## src/rtl/adc_port_pkg.sv

```systemverilog
package adc_port_pkg;
  localparam int DEF_WORD_W = 16;
  localparam int DEF_DIV_W  = 2;
  localparam int DEF_SYNC   = 2;

  // What the master shifter loads when it is idle
  typedef enum logic [1:0] {
    SRC_NONE = 2'd0,
    SRC_NEW  = 2'd1,
    SRC_PEND = 2'd2,
    SRC_HELD = 2'd3
  } load_src_e;
endpackage

```

## src/rtl/adc_port_capture.sv

```systemverilog
module adc_port_capture #(
  parameter int W = 16
) (
  input  logic         clk,
  input  logic         rst,
  input  logic         conv_done,
  input  logic [W-1:0] conv_result,
  input  logic         fmt_bin,
  input  logic         byte_swap,
  input  logic         ser_sel,
  output logic [W-1:0] fmt_word,
  output logic [W-1:0] result_word,
  output logic [W-1:0] par_data,
  output logic         par_oe
);
  localparam int HALF = W / 2;

  logic [W-1:0] swapped;

  always_comb begin
    fmt_word = conv_result;
    if (!fmt_bin) fmt_word[W-1] = ~conv_result[W-1];
    swapped = byte_swap ? {fmt_word[HALF-1:0], fmt_word[W-1:HALF]} : fmt_word;
  end

  always_ff @(posedge clk) begin
    if (rst) begin
      result_word <= '0;
      par_data    <= '0;
      par_oe      <= 1'b0;
    end else begin
      par_oe <= ~ser_sel;
      if (conv_done) begin
        result_word <= fmt_word;
        par_data    <= swapped;
      end
    end
  end

  // the bus only moves on a strobe
  p_par_hold_r1: assert property (@(posedge clk) disable iff (rst)
    !conv_done |=> $stable(par_data));
endmodule

```

## src/rtl/adc_port_master.sv

```systemverilog
module adc_port_master
  import adc_port_pkg::*;
#(
  parameter int W     = 16,
  parameter int DIV_W = 2
) (
  input  logic             clk,
  input  logic             rst,
  input  logic             en,
  input  logic             rd_during,
  input  logic [DIV_W-1:0] div,
  input  logic             conv_done,
  input  logic             conv_start,
  input  logic [W-1:0]     fmt_word,
  input  logic [W-1:0]     result_word,
  output logic             sdout,
  output logic             sclk,
  output logic             sync
);
  localparam int HC_W = (1 << DIV_W) - 1;
  localparam int BC_W = $clog2(W);
  localparam logic [BC_W-1:0] LAST_BIT = BC_W'(W - 1);

  logic [W-1:0]    shreg, pend_word;
  logic            pend, busy, phase;
  logic [HC_W-1:0] hc, half_lim;
  logic [BC_W-1:0] bitcnt;
  load_src_e       src;

  always_comb begin
    half_lim = rd_during ? '0 : HC_W'((32'd1 << div) - 32'd1);
    if (busy)                 src = SRC_NONE;
    else if (rd_during)       src = conv_start ? SRC_HELD : SRC_NONE;
    else if (pend)            src = SRC_PEND;
    else if (conv_done)       src = SRC_NEW;
    else                      src = SRC_NONE;
  end

  always_ff @(posedge clk) begin
    if (rst || !en) begin
      busy      <= 1'b0;
      phase     <= 1'b0;
      hc        <= '0;
      bitcnt    <= '0;
      pend      <= 1'b0;
      shreg     <= '0;
      pend_word <= '0;
    end else begin
      case (src)
        SRC_NEW:  shreg <= fmt_word;
        SRC_PEND: shreg <= pend_word;
        SRC_HELD: shreg <= result_word;
        default:  ;
      endcase
      if (src != SRC_NONE) begin
        busy   <= 1'b1;
        phase  <= 1'b0;
        hc     <= '0;
        bitcnt <= '0;
      end else if (busy) begin
        if (hc == half_lim) begin
          hc    <= '0;
          phase <= ~phase;
          if (phase) begin
            shreg  <= {shreg[W-2:0], 1'b0};
            bitcnt <= bitcnt + 1'b1;
            if (bitcnt == LAST_BIT) busy <= 1'b0;
          end
        end else begin
          hc <= hc + 1'b1;
        end
      end
      if (!rd_during && conv_done && (busy || src == SRC_PEND)) begin
        pend      <= 1'b1;
        pend_word <= fmt_word;
      end else if (src == SRC_PEND || rd_during) begin
        pend <= 1'b0;
      end
    end
  end

  assign sdout = shreg[W-1];
  assign sclk  = phase;
  assign sync  = busy;

  // clock rests low between words
  p_idle_low_r7: assert property (@(posedge clk) disable iff (rst)
    !busy |-> !phase);
  // a strobe during a transfer is held
  p_pend_hold_r8: assert property (@(posedge clk) disable iff (rst)
    (en && !rd_during && busy && conv_done) |=> pend);
  // a word ends after exactly W bit periods
  p_word_len_r6: assert property (@(posedge clk) disable iff (rst)
    ($fell(busy) && $past(en)) |-> bitcnt == '0);
  // half-period counter stays inside the selected divider
  p_div_range_r5: assert property (@(posedge clk) disable iff (rst)
    (busy && $stable(rd_during) && $stable(div)) |-> hc <= half_lim);
endmodule

```

## src/rtl/adc_port_slave.sv

```systemverilog
module adc_port_slave #(
  parameter int W   = 16,
  parameter int STG = 2
) (
  input  logic         clk,
  input  logic         rst,
  input  logic         en,
  input  logic         sclk_inv,
  input  logic         cs_n,
  input  logic         sclk_i,
  input  logic         sdin,
  input  logic [W-1:0] result_word,
  output logic         sdout,
  output logic         sync
);
  localparam int CNT_W = $clog2(W + 1);
  localparam logic [CNT_W-1:0] FULL = CNT_W'(W);

  logic [STG:0]     clk_pipe, cs_pipe;
  logic [STG-1:0]   din_pipe;
  logic [W-1:0]     shreg;
  logic [CNT_W-1:0] cnt;
  logic             act_edge, cs_fall, cs_on;

  always_ff @(posedge clk) begin
    if (rst) begin
      clk_pipe <= '0;
      cs_pipe  <= '1;
      din_pipe <= '0;
    end else begin
      clk_pipe <= {clk_pipe[STG-1:0], sclk_i ^ sclk_inv};
      cs_pipe  <= {cs_pipe[STG-1:0], cs_n};
      din_pipe <= {din_pipe[STG-2:0], sdin};
    end
  end

  assign act_edge = clk_pipe[STG-1] & ~clk_pipe[STG];
  assign cs_fall  = ~cs_pipe[STG-1] & cs_pipe[STG];
  assign cs_on    = ~cs_pipe[STG-1];

  always_ff @(posedge clk) begin
    if (rst || !en) begin
      shreg <= '0;
      cnt   <= '0;
    end else if (cs_fall) begin
      shreg <= result_word;
      cnt   <= '0;
    end else if (!cs_on) begin
      cnt <= '0;
    end else if (act_edge) begin
      shreg <= {shreg[W-2:0], din_pipe[STG-1]};
      if (cnt != FULL) cnt <= cnt + 1'b1;
    end
  end

  assign sdout = shreg[W-1];
  assign sync  = cs_on && (cnt != FULL);

  // nothing shifts while chip select is inactive
  p_cs_idle_r10: assert property (@(posedge clk) disable iff (rst || !en)
    !cs_on |=> shreg == $past(shreg));
  // edge count saturates at one word
  p_cnt_sat_r11: assert property (@(posedge clk) disable iff (rst)
    cnt <= FULL);
endmodule

```

## src/rtl/adc_result_port.sv

```systemverilog
module adc_result_port
  import adc_port_pkg::*;
#(
  parameter int WORD_W   = DEF_WORD_W,
  parameter int DIV_W    = DEF_DIV_W,
  parameter int SYNC_STG = DEF_SYNC
) (
  input  logic              clk,
  input  logic              rst,
  input  logic              conv_done,
  input  logic              conv_start,
  input  logic [WORD_W-1:0] conv_result,
  input  logic              ser_sel,
  input  logic              fmt_bin,
  input  logic              byte_swap,
  input  logic              slave_sel,
  input  logic              sync_low,
  input  logic              sclk_inv,
  input  logic              rd_during,
  input  logic [DIV_W-1:0]  sclk_div,
  input  logic              cs_n,
  input  logic              sclk_i,
  input  logic              sdin,
  output logic [WORD_W-1:0] par_data,
  output logic              par_oe,
  output logic              sdout,
  output logic              sclk_o,
  output logic              sync_o
);
  logic [WORD_W-1:0] fmt_word, result_word;
  logic m_en, s_en;
  logic m_sdout, m_sclk, m_sync;
  logic s_sdout, s_sync;
  logic ser_sdout, ser_sync;

  assign m_en = ser_sel & ~slave_sel;
  assign s_en = ser_sel & slave_sel;

  adc_port_capture #(.W(WORD_W)) u_cap (
    .clk(clk), .rst(rst), .conv_done(conv_done), .conv_result(conv_result),
    .fmt_bin(fmt_bin), .byte_swap(byte_swap), .ser_sel(ser_sel),
    .fmt_word(fmt_word), .result_word(result_word),
    .par_data(par_data), .par_oe(par_oe)
  );

  adc_port_master #(.W(WORD_W), .DIV_W(DIV_W)) u_mst (
    .clk(clk), .rst(rst), .en(m_en), .rd_during(rd_during), .div(sclk_div),
    .conv_done(conv_done), .conv_start(conv_start),
    .fmt_word(fmt_word), .result_word(result_word),
    .sdout(m_sdout), .sclk(m_sclk), .sync(m_sync)
  );

  adc_port_slave #(.W(WORD_W), .STG(SYNC_STG)) u_slv (
    .clk(clk), .rst(rst), .en(s_en), .sclk_inv(sclk_inv),
    .cs_n(cs_n), .sclk_i(sclk_i), .sdin(sdin), .result_word(result_word),
    .sdout(s_sdout), .sync(s_sync)
  );

  always_comb begin
    ser_sdout = 1'b0;
    ser_sync  = 1'b0;
    if (s_en) begin
      ser_sdout = s_sdout;
      ser_sync  = s_sync;
    end else if (m_en) begin
      ser_sdout = m_sdout;
      ser_sync  = m_sync;
    end
  end

  always_ff @(posedge clk) begin
    if (rst) begin
      sdout  <= 1'b0;
      sclk_o <= sclk_inv;
      sync_o <= sync_low;
    end else begin
      sdout  <= ser_sdout;
      sclk_o <= (m_en & m_sclk) ^ sclk_inv;
      sync_o <= ser_sync ^ sync_low;
    end
  end

  // parallel mode never frames a serial word
  p_sync_par_r1: assert property (@(posedge clk) disable iff (rst)
    (!ser_sel && $past(!ser_sel) && $stable(sync_low)) |-> sync_o == sync_low);
  // serial clock output is idle outside master mode
  p_sclk_idle_r7: assert property (@(posedge clk) disable iff (rst)
    (!$past(m_en) && $stable(sclk_inv)) |-> sclk_o == sclk_inv);
endmodule

```

## config.mk

```make
export PLATFORM = sky130hd
export DESIGN_NAME = adc_result_port
export DESIGN_NICKNAME = d
export VERILOG_FILES = /design/src/rtl/adc_port_pkg.sv /design/src/rtl/adc_port_capture.sv /design/src/rtl/adc_port_master.sv /design/src/rtl/adc_port_slave.sv /design/src/rtl/adc_result_port.sv
export SDC_FILE = /design/constraint.sdc
export NUM_CORES = 1
export LEC_CHECK = 0
export BUFFER_PORTS_ARGS = -buffer_cell sky130_fd_sc_hd__clkbuf_2
export CAP_MARGIN = 20
export CORE_MARGIN = 2
export CORE_UTILIZATION = 55
export CTS_BUF_LIST = sky130_fd_sc_hd__clkbuf_8 sky130_fd_sc_hd__clkbuf_16
export DETAILED_ROUTE_END_ITERATION = 8
export PLACE_DENSITY = 0.84
export RECOVER_POWER = 100
export SYNTH_ARGS = -nofsm -noshare
export SYNTH_HDL_FRONTEND = slang
export SYNTH_SLANG_ARGS = --single-unit
export TNS_END_PERCENT = 30
```

## constraint.sdc

```tcl
create_clock -name clk -period 5.4 [get_ports clk]
set_clock_uncertainty 0.15 [all_clocks]
set_input_delay 0.54 -clock clk [delete_from_list [all_inputs] [get_ports clk]]
set_output_delay 0.54 -clock clk [all_outputs]
set_load 0.005 [all_outputs]
```

* After elaboration in Yosys (flattened, before gate mapping)
Cells that the tools add are included.
** Word-level totals
- Word-level logic and storage cells :: 93
- Register bits after elaboration :: 107
** Operators by class
- Shift operators :: 1
- Reduce and logical (&&, ||, !) cells :: 19
- Add/subtract/negate cells :: 4
- Equality and inequality tests :: 7
- Mux-type cells :: 30
- Bitwise operators :: 14
** Operators by type and width (count)
- $mux W16 :: 8
- $pmux W16 S3 :: 1
- $mux W1 :: 15
- $mux W2 :: 4
- $mux W3 :: 2
- $not A1 Y1 :: 6
- $reduce_and A2 Y1 :: 3
- $reduce_bool A2 Y1 :: 3
- $add A5 B1 Y5 const B :: 1
- $and A1 B1 Y1 :: 5
- $ne A5 B5 Y1 const B :: 1
- $add A4 B1 Y4 const B :: 1
- $eq A2 B2 Y1 const B :: 2
- $eq A4 B4 Y1 const B :: 1
- $logic_or A1 B1 Y1 :: 4
- $add A3 B1 Y3 const B :: 1
- $eq A3 B3 Y1 :: 1
- $logic_and A1 B1 Y1 :: 3
- $logic_not A1 Y1 :: 3
- $reduce_and A3 Y1 :: 1
- $reduce_or A3 Y1 :: 1
- $shl A1 B2 Y3 const A :: 1
- $sub A3 B1 Y3 const B :: 1
- $xor A1 B1 Y1 :: 3
- 3 further kinds :: 3

* Longest topological paths before layout
- Word-level depth :: 10
- Mapped depth :: 7
- Mapped depth without buffers :: 7

* Modules after synthesis
From an unflattened synthesis, not the netlist that was laid out.
** Second synthesis, totals
- Cells, all modules :: 547
- Area, all modules :: 5167.5 um^2
** By module, submodules not included
- adc_port_master :: area each 2185.8 um^2, cells each 250, sequential area each 840.8 um^2, times used 1
- adc_port_capture :: area each 1436.4 um^2, cells each 141, sequential area each 660.6 um^2, times used 1
- adc_port_slave :: area each 1402.6 um^2, cells each 143, sequential area each 580.6 um^2, times used 1
- adc_result_port :: area each 142.6 um^2, cells each 13, sequential area each 60.1 um^2, times used 1

* Least setup slack after synthesis
No wires, ideal clock.
- Path kind :: in2reg
- Start :: input port sclk_div[1]
- End :: register u_mst.shreg[3]
- Required time :: 5.164 ns
- Slack :: 3.246 ns
- Stages :: 6
- Data arrival time :: 1.919 ns
- Path buffers :: 1
- Cell sequence :: or3b_1 -> a2111oi_4 -> o211ai_2 -> buf_6 -> mux2i_1 -> a211oi_1
** On the way
- Word-level cells in the longest chain between the ends :: 7
** Ends and longest elaborated chain
- start, declared :: RTL line adc_result_port.sv:20 : input logic [DIV_W-1:0] sclk_div,
- $shl A1 B2 Y3 :: RTL line adc_port_master.sv:31 : half_lim = rd_during ? '0 : HC_W'((32'd1 << div) - 32'd1);
- $sub A3 B1 Y3 :: RTL line adc_port_master.sv:31
- $mux W3 :: RTL line adc_port_master.sv:31
- $eq A3 B3 Y1 :: RTL line adc_port_master.sv:61 : if (hc == half_lim) begin
- $mux W16 :: RTL line adc_port_master.sv:61
- $mux W16 :: RTL line adc_port_master.sv:60 : end else if (busy) begin
- $mux W16 :: RTL line adc_port_master.sv:55 : if (src != SRC_NONE) begin
- end signal, assigned :: RTL line adc_port_master.sv:51 : SRC_PEND: shreg <= pend_word;
- end signal, assigned :: RTL line adc_port_master.sv:52 : SRC_HELD: shreg <= result_word;
- end signal, assigned :: RTL line adc_port_master.sv:65 : shreg <= {shreg[W-2:0], 1'b0};
- end, declared :: RTL line adc_port_master.sv:24 : logic [W-1:0] shreg, pend_word;
Every way passes these cells.
A chain may end at the register's enable or synchronous reset.

* Worst setup path after layout
- Start :: input port rst
- End :: register u_mst.shreg[12]
** On the way
- Word-level cells in the longest chain between the ends :: 1
** Ends and longest elaborated chain
- start, declared :: RTL line adc_result_port.sv:9 : input logic rst,
- $logic_or A1 B1 Y1 :: RTL line adc_port_master.sv:40 : if (rst || !en) begin
- end signal, assigned :: RTL line adc_port_master.sv:50 : SRC_NEW: shreg <= fmt_word;
- end signal, assigned :: RTL line adc_port_master.sv:51
- end signal, assigned :: RTL line adc_port_master.sv:52
Every way passes these cells.

==> results.cfg <==
[sta]
timing.final.crit_share_pct = 56.0
final_hold_viol_count = 0
max-slew-margin-rel_pct = -21.7
rsz0062_at_grt = false
slew_viol_final = 45
setup_viol = 0
fmax_mhz = 331
period_needed_ns = 3.02
worst_pin_slew_ns = 1.83
final.setup.tns_ns = 0

[worst_hold_path]
whs_path_depth = 2
hold_class = primary input to register

[floorplanning]
die_w_um = 95.3
row_count = 33
die_h_um = 95.3
fp.coreArea_sq_um = 8130
initial_core_util_pct = 56.4
die-area_sq_um = 9080
pin_count = 52

[route]
via_count = 3788
wl_per_cell_um = 16.3
top_layer_used = met4
met3_length_um = 834
drc = 0
wl_um = 10300
firstDrtPassIters = 5
vias_per_cell = 5.99
route.met2.wl_um = 4680
drt_iter0_markers = 370
ant_nets = 0
drt-met1-wl_um = 4530

[finish]
fin_util_pct = 62.1
multi_input_area_sq_um = 2280
final_nets = 558
synthToLayoutAreaGrowth_pct = 10.1
register_area_sq_um = 2140
drive_gt1_share_pct = 12.9
fill_cells = 694
num_antenna_cells = 0

[yosys]
syn_area_per_cell_sq_um = 9.36
yosysSeqAreaShare_pct = 46.7
syn_area_sq_um = 4590
ys_dominant_reg_cell = dfxtp_1
synth-async-reset-ratio_pct = 0
syn_inst = 490
synth.distinct_cells = 42
synth-seq-cells = 107
synth-edff-count = 0
ys_warn_count = 0
synth.net_count = 526

[global_routing]
track_usage_pct = 23.6
grt_overflow = 0
grt_pass1_wl_um = 16600
antenna_found_initial = 0
grt_pass1_vias = 3435
grt_max_degree = 52

[clock_network]
clock_latency_ns = 0.37
cts.clk_slew.worst_paths_ns = 0.09
cts_tree = yes
post_cts_buffers = 0
htree_num_levels = 3
cts_buffers = 9
hold_buffers = 0
cts_resized = 0
clockBufferDepth = 2
cts_sinks = 107
root_buffer = clkbuf_8

[placement]
place.gp.congestion = 0.855
port_buffers = 51
dp_hpwl_um = 7030

[critical_path]
cp_num_buf_inv = 1
cp_slowest_cell = clkbuf_1
slowest_delay_ns = 1.29
cp_data_arrival_time_ns = 3.10
endpoint_kind = register
cp_top_family = buffers and inverters
path_max_fanout = 44
cp.depth = 4
cp_cell_sequence = clkbuf_1 -> or3b_1 -> a21o_1 -> a21oi_1
crit_path_start_kind = primary input
critical_path_class = primary input to register
reg2regPathDepth = 6
critPathRequiredTime_ns = 5.48

[job]
max_cap_violations = 1

[pwr]
vdd_ir_drop_max_mv = 0.119
power.leakage_nw = 1.96
p_per_area_nw_per_um2 = 289

[status]
outcome = complete, but fails checks
failed_checks = capacitance limit, slew limit
==> path summary, 6_finish.rpt <==
path / from / endpoint / slack (ns)
max: rst / u_mst.shreg[12] / 2.38
min: cs_n / u_slv.cs_pipe[0] / 0.20
max reg2reg: u_mst.sync / u_mst.shreg[8] / 2.97
min reg2reg: u_slv.cs_pipe[0] / u_slv.cs_pipe[1] / 0.27
==> cells in the mapped netlist (all sizes together) (4+ instances only) <==
cell / number / area [sq um]
inv: 5 / 18.8
nand2: 41 / 154
dfxtp: 107 / 2140
ha: 4 / 50.1
a21o: 14 / 105
nor2: 66 / 248
nor2b: 6 / 37.5
a21oi: 45 / 225
a211oi: 34 / 255
xnor2: 5 / 43.8
mux2i: 64 / 641
clkbuf: 27 / 101
buf: 8 / 45.0
nand2b: 4 / 25.0
nand3: 4 / 20.0
xor2: 5 / 43.8
or2: 4 / 25.0
a222oi: 13 / 130
o21ai: 7 / 35.0
==> registers in the layout (all words and copies together), names as in the netlist <==
name and flops:
u_slv.shreg 16, u_slv.clk_pipe 3, u_mst.sclk 1, u_mst.pend_word 16, sync_o 1, u_mst.sync 1
sdout 1, u_mst.pend 1, u_slv.din_pipe 2, u_cap.par_oe 1, u_slv.cnt 5, u_mst.hc 3
u_cap.par_data 16, u_mst.bitcnt 4, u_mst.shreg 16, u_slv.cs_pipe 3, u_cap.result_word 16, sclk_o 1
==> layout by cell type, fill, tap and decap left out, types with 5 or more instances in the layout <==
cell type / n
a211oi_1: 34
xor2_1: 5
nand2_1: 41
clkbuf_1: 11
clkbuf_8: 10
a222oi_1: 13
clkbuf_2: 39
nor2b_1: 5
a21o_1: 14
dfxtp_1: 107
mux2i_1: 64
inv_1: 6
xnor2_1: 5
a21oi_1: 45
nor2_1: 66
o21ai_0: 7
==> final cells by class <==
class / instances / area share [%]
inverters: 5 / 0.372
well taps: 105 / 2.60
repair buffers: 56 / 5.58
clock inverters: 6 / 1.12
clock buffers: 10 / 2.73
flip-flops and latches: 107 / 42.4
multi-input cells: 343 / 45.2
==> stage by stage <==
stage	power [mW]	hold WS [ns]	setup slack, ns	cells	instance area [sq um]
global route	1.51	0.203	2.14	632	5050
global placement	0.985	0.243	2.62	615	4860
CTS	1.47	0.183	2.88	631	5050
detailed placement	0.991	0.253	2.53	615	4860
finish	1.46	0.195	2.38	632	5050
floorplan	0.936	0.239	3.25	490	4590
==> metal layers <==
layer	track usage, %	up-vias
met1	30.9	1784
met3	5.53	25
met5	0	-
met4	10.1	0
met2	37.2	159
li1	-	1820
==> power by group <==
group	switching [mW]	internal, mW	total [mW]
logic	0.0866	0.0561	0.143
clock network	0.259	0.223	0.482
registers	0.0179	0.814	0.832
==> kinds of logic after synthesis <==
logic type,synth area share (%)
xor+xnor,1.91
mux,14.2
fa+ha+maj,1.09
flops,46.7
buf+inv,3.60
compound gates,18.7
simple gates,13.8
No activity file was read; power rests on OpenSTA's default activity.
